### config.mk
export PLATFORM = sky130hd
export DESIGN_NAME = pint_port
export DESIGN_NICKNAME = d
export VERILOG_FILES = /design/src/rtl/pint_pkg.sv /design/src/rtl/pint_sync.sv /design/src/rtl/pint_edge.sv /design/src/rtl/pint_port.sv
export SDC_FILE = /design/constraint.sdc
export NUM_CORES = 1
export LEC_CHECK = 0
export CORE_ASPECT_RATIO = 2
export CORE_MARGIN = 2
export CORE_UTILIZATION = 30
export DETAILED_ROUTE_END_ITERATION = 8
export PLACE_DENSITY = 0.51
export SLEW_MARGIN = 10
export SYNTH_ARGS = -nofsm -noshare
export SYNTH_HDL_FRONTEND = slang
export SYNTH_SLANG_ARGS = --single-unit
export TNS_END_PERCENT = 20
### constraint.sdc
create_clock -name clk_i -period 1.2 [get_ports clk_i]
set_input_delay 0.18 -clock clk_i [delete_from_list [all_inputs] [get_ports clk_i]]
set_output_delay 0.18 -clock clk_i [all_outputs]
set_load 0.01 [all_outputs]
### src/rtl/pint_pkg.sv
package pint_pkg;
  localparam int unsigned ADDR_W = 2;
  typedef enum logic [ADDR_W-1:0] {
    REG_MASK = 2'd0,
    REG_POL  = 2'd1,
    REG_PEND = 2'd2,
    REG_NONE = 2'd3
  } reg_addr_e;
endpackage

### src/rtl/pint_sync.sv
module pint_sync #(
  parameter int unsigned N_PINS = 8,
  parameter int unsigned STAGES = 2
) (
  input  logic              clk_i,
  input  logic              rst_ni,
  input  logic [N_PINS-1:0] d_i,
  output logic [N_PINS-1:0] q_o
);
  logic [N_PINS-1:0] stage_q [STAGES];

  for (genvar s = 0; s < STAGES; s++) begin : g_stage
    always_ff @(posedge clk_i or negedge rst_ni) begin
      if (!rst_ni) stage_q[s] <= '0;
      else if (s == 0) stage_q[s] <= d_i;
      else stage_q[s] <= stage_q[(s == 0) ? 0 : s-1];
    end
  end

  assign q_o = stage_q[STAGES-1];
endmodule

### src/rtl/pint_edge.sv
module pint_edge #(
  parameter int unsigned N_PINS = 8
) (
  input  logic              clk_i,
  input  logic              rst_ni,
  input  logic              arm_i,
  input  logic [N_PINS-1:0] sync_i,
  input  logic [N_PINS-1:0] pol_i,
  input  logic [N_PINS-1:0] clr_i,
  output logic [N_PINS-1:0] pend_o
);
  logic [N_PINS-1:0] prev_q, pend_q, rise, fall, hit;

  assign rise = sync_i & ~prev_q;
  assign fall = ~sync_i & prev_q;
  assign hit  = arm_i ? ((rise & ~pol_i) | (fall & pol_i)) : '0;

  always_ff @(posedge clk_i or negedge rst_ni) begin
    if (!rst_ni) begin
      prev_q <= '0;
      pend_q <= '0;
    end else begin
      prev_q <= sync_i;
      pend_q <= (pend_q & ~clr_i) | hit;  // set wins over clear
    end
  end

  assign pend_o = pend_q;

  for (genvar i = 0; i < N_PINS; i++) begin : g_chk

    pend_hold_chk: assert property (@(posedge clk_i) disable iff (!rst_ni)
      (pend_q[i] && !clr_i[i]) |=> pend_q[i]);

    no_early_pend_chk: assert property (@(posedge clk_i) disable iff (!rst_ni)
      (!arm_i && !pend_q[i]) |=> !pend_q[i]);

    pend_dir_chk: assert property (@(posedge clk_i) disable iff (!rst_ni)
      $rose(pend_q[i]) |-> ($past(sync_i[i]) != $past(prev_q[i]))
                        && ($past(sync_i[i]) == !$past(pol_i[i])));
  end
endmodule

### src/rtl/pint_port.sv
module pint_port
  import pint_pkg::*;
#(
  parameter int unsigned N_PINS = 8,
  parameter int unsigned STAGES = 2
) (
  input  logic              clk_i,
  input  logic              rst_ni,
  input  logic [N_PINS-1:0] pin_i,
  input  logic              wr_i,
  input  logic [ADDR_W-1:0] addr_i,
  input  logic [N_PINS-1:0] wdata_i,
  output logic [N_PINS-1:0] rdata_o,
  output logic              irq_o
);
  localparam int unsigned ARM_AT = STAGES + 1;
  localparam int unsigned ARM_W  = $clog2(ARM_AT + 1);

  logic [N_PINS-1:0] mask_q, pol_q, sync, pend, clr;
  logic [ARM_W-1:0]  arm_cnt_q;
  logic              armed;

  pint_sync #(.N_PINS(N_PINS), .STAGES(STAGES)) u_sync (
    .clk_i(clk_i), .rst_ni(rst_ni), .d_i(pin_i), .q_o(sync)
  );

  // hold off detection until the sync chain and history hold real samples
  assign armed = (arm_cnt_q == ARM_W'(ARM_AT));
  always_ff @(posedge clk_i or negedge rst_ni) begin
    if (!rst_ni) arm_cnt_q <= '0;
    else if (!armed) arm_cnt_q <= arm_cnt_q + 1'b1;
  end

  always_ff @(posedge clk_i or negedge rst_ni) begin
    if (!rst_ni) begin
      mask_q <= '0;
      pol_q  <= '0;
    end else if (wr_i) begin
      if (addr_i == REG_MASK) mask_q <= wdata_i;
      if (addr_i == REG_POL)  pol_q  <= wdata_i;
    end
  end

  assign clr = (wr_i && addr_i == REG_PEND) ? wdata_i : '0;

  pint_edge #(.N_PINS(N_PINS)) u_edge (
    .clk_i(clk_i), .rst_ni(rst_ni), .arm_i(armed), .sync_i(sync),
    .pol_i(pol_q), .clr_i(clr), .pend_o(pend)
  );

  always_comb begin
    unique case (addr_i)
      REG_MASK: rdata_o = mask_q;
      REG_POL:  rdata_o = pol_q;
      REG_PEND: rdata_o = pend;
      default:  rdata_o = '0;
    endcase
  end

  assign irq_o = |(pend & mask_q);


  masked_quiet_chk: assert property (@(posedge clk_i) disable iff (!rst_ni)
    (mask_q == '0) |-> !irq_o);
endmodule

==> results of run 1 <==
## final timing paths
| check | start | endpoint | slack (ns) | depth (start not counted) |
|---|---|---|---|---|
| worst max-delay path | mask_q[3]$_DFFE_PN0P_ | irq_o | -0.16 | 3 |
| worst min-delay path | pin_i[7] | u_sync.stage_q[15]$_DFF_PN0_ | 0.32 | 1 |
| worst max register to register | arm_cnt_q[1]$_DFFE_PN0N_ | u_edge.pend_o[6]$_DFF_PN0_ | -0.03 | 3 |
| worst min register to register | u_sync.stage_q[8]$_DFF_PN0_ | u_sync.q_o[0]$_DFF_PN0_ | 0.35 | 0 |
| max in group asynchronous | rst_ni | u_sync.q_o[1]$_DFF_PN0_ | 0.35 | 3 |
| min in group asynchronous | rst_ni | u_sync.q_o[6]$_DFF_PN0_ | 0.34 | 2 |
## area by class of cell
| class | instances | area, um2 | share of cell area (%) |
|---|---|---|---|
| Sequential cell | 50 | 1250 | 44.1 |
| Multi-Input combinational cell | 75 | 802 | 28.2 |
| Timing Repair Buffer | 59 | 526 | 18.5 |
| Clock buffer | 6 | 139 | 4.89 |
| Tap cell | 88 | 110 | 3.88 |
| Clock inverter | 2 | 12.5 | 0.441 |
## synthesized netlist by cell type (all sizes together)
master	count
dfrtp	50
mux2	17
a211o	8
and4b	8
mux2i	8
nand4b	8
nor4bb	8
o2bb2ai	8
buf	6
a22oi	4
clkbuf	1
ha	1
nand3b	1
nand4	1
nor2b	1
nor3b	1
xnor2	1
## cells in the final DEF (no fill, tap or decap), types with 2 or more instances in the layout
master / count
mux2_2: 17
nor4bb_1: 7
buf_4: 18
o2bb2ai_2: 2
a22oi_2: 3
a211o_1: 8
clkbuf_16: 5
dfrtp_1: 50
buf_6: 9
and4b_1: 8
mux2i_1: 7
clkdlybuf4s50_1: 16
dlygate4sd2_1: 2
buf_2: 10
o2bb2ai_1: 6
nand4b_1: 8
buf_12: 2
## layer usage
metal  track usage [%]  part of all wire [%]
met5                 0                     0
met1              14.4                    36
met2              26.5                    58
met4              6.67                   2.2
met3              3.35                   3.5
## what timing repair did
action	4_1_cts	5_1_grt
pin swaps	16	5
setup endpoints to repair	33	27
hold endpoints to repair	14	0
cloned	0	0
buffers inserted	1	0
hold buffers	1	0
resized for setup	56	4
## through the flow
| stage | power [uW] | TNS [ns] | utilization, % |
|---|---|---|---|
| 2_1_floorplan | 2350 | -0.00457 | - |
| 3_3_place_gp | 2790 | -17.67 | 40.0 |
| 3_5_place_dp | 2830 | -17.23 | 40.0 |
| 4_1_cts | 4300 | -1.08 | 43.0 |
| 5_1_grt | 4460 | -1.84 | 43.2 |
| 6_report | 4240 | -0.744 | 43.2 |
## sequential cells by signal, summed over array words and instances (netlist names)
name            cells
u_sync.stage_q      8
arm_cnt_q           2
u_sync.q_o          8
u_edge.prev_q       8
pol_q               8
u_edge.pend_o       8
mask_q              8
## where the power goes
part	switching (uW)	internal [uW]
logic	312	489
registers	144	1870
clock network	595	825
total	1050	3190
## worst max-delay path, stage by stage (launching register included)
cell and delay (ns):
dfrtp_1 0.40, a22oi_2 0.21, nand4_1 0.12, buf_2 0.16
## logic make-up (layout without fill, tap and decap cells)
logic type,Yosys count,after routing,share of synthesized area (%)
fa+ha+maj,1,1,0.615
flops,50,50,61.5
simple gates,28,28,13.4
buf+inv,7,67,2.40
xor+xnor,1,1,0.430
compound gates,20,20,8.36
mux,25,25,13.3
==> impl_results.md, run 1 <==
- First drt pass iteration count: 5
- RSZ-0062 raised after global routing: yes
- Post-route DRC: 0
- Register area share after synthesis: ~61%
- Area after DPL: ~0.0026 mm2
- Cell taking the most area after synthesis: dfrtp_1
- Cell area after synthesis: just over 0.002 mm2
- Row count: 42
- Final Hold Viols: 0
- Die Span Y: roughly 120 um
- Largest net degree at the start of global routing: 37
- Final slew viol count: 0
- Achievable Freq: approximately 0.73 GHz
- Syn Inst Count: roughly 130
- Least-Margin Pin Slew: between 0.3 and 0.4 ns
- Share of cells above drive strength 1: about two fifths
- Post-layout instance area: 0.00284 mm2
- Critical Path AT: ~1.2 ns
- Number of routed nets with antenna violations: 0
- Crit Path Max Fanout: 3
- Layout area overhead: 39.5%
- Die Area: around 0.0075 mm2
- Setup crit start kind: register
- Syn nets: 154
- Num CTS Buffers: 5
- Vias per cell: ~4.9
- Req. time, crit path: between 1 and 1.5 ns
- CTS H-Tree Depth: 2
- Clock-pin slew on the worst setup and hold paths: about 0.07 ns
- Ports: 30
- Post-Route WL: ~4800 um
- Area contributors post-synth: dfrtp_1 (61%), mux2_2 (9.4%), and4b_1 (3.9%), mux2i_1 (3.9%), nor4bb_1 (3.9%)
- I/O Buffers: 29
- Ys Warns: 0
- Initial Util: 31.0%
- Diodes inserted: 0
- Failing checks: negative setup slack
- Pleak: ~0.0012 uW
- Setup WS pre-CTS: -0.755 ns
- Vias in the first global route: approximately 1600
- CTS sink cnt: 50
- GRT Total Usage: 14.1%
- Minimum clock period: 1.36 ns
- Max-Cap Viols: 0
- Worst Skew: roughly 0.0052 ns
- Hold Slack: 0.322 ns
- Run status: complete, but fails checks
- Rel. slew slack: between 70% and 80%
- DR iter-0 viols: 48
- Hold Crit Class: primary input to register
- Final HPWL DP: ~3500 um
- Clk buf depth: 2
- Fin cells: 280
- Power per cell area: approximately 1500 mW/mm2
- WL/cell: 17.1 um
- Kind of critical path: register to primary output
- Peak supply drop: 0.725 mV
- Syn avg cell area: 15.4 um2
- Layout Nets: between 200 and 250
- Root buf cell: clkbuf_16
- GP Congestion: 0.823
- Worst setup margin: -0.161 ns
- First-pass GRT wire length: approximately 7900 um
- FF+latch count, synth: 50
- Die W: approximately 62 um
- CP endpoint kind: primary output
- Final period utilization: 113%
- Post-Place Cells: 270
- CORE AREA: 0.00657 mm2
- CTS tree: done
- Top cell type's share of synthesized area: roughly three fifths
- FILL cells: approximately 620
- Yosys cell types: 19
- Initial antenna violation count: 0
- Grt ovf: 0
- Clock latency on the worst-skew pair: slightly below 0.3 ns
- Routed vias: 1362
- # setup viols final: 11
Note: power is estimated with default switching activity, not from simulation.
==> inputs of run 2 (changes only) <==
Settings changed: CTS_CLUSTER_DIAMETER from default to 60.
==> results of run 2 <==
The final DEF is identical to that of run 1; final timing and power are the same.
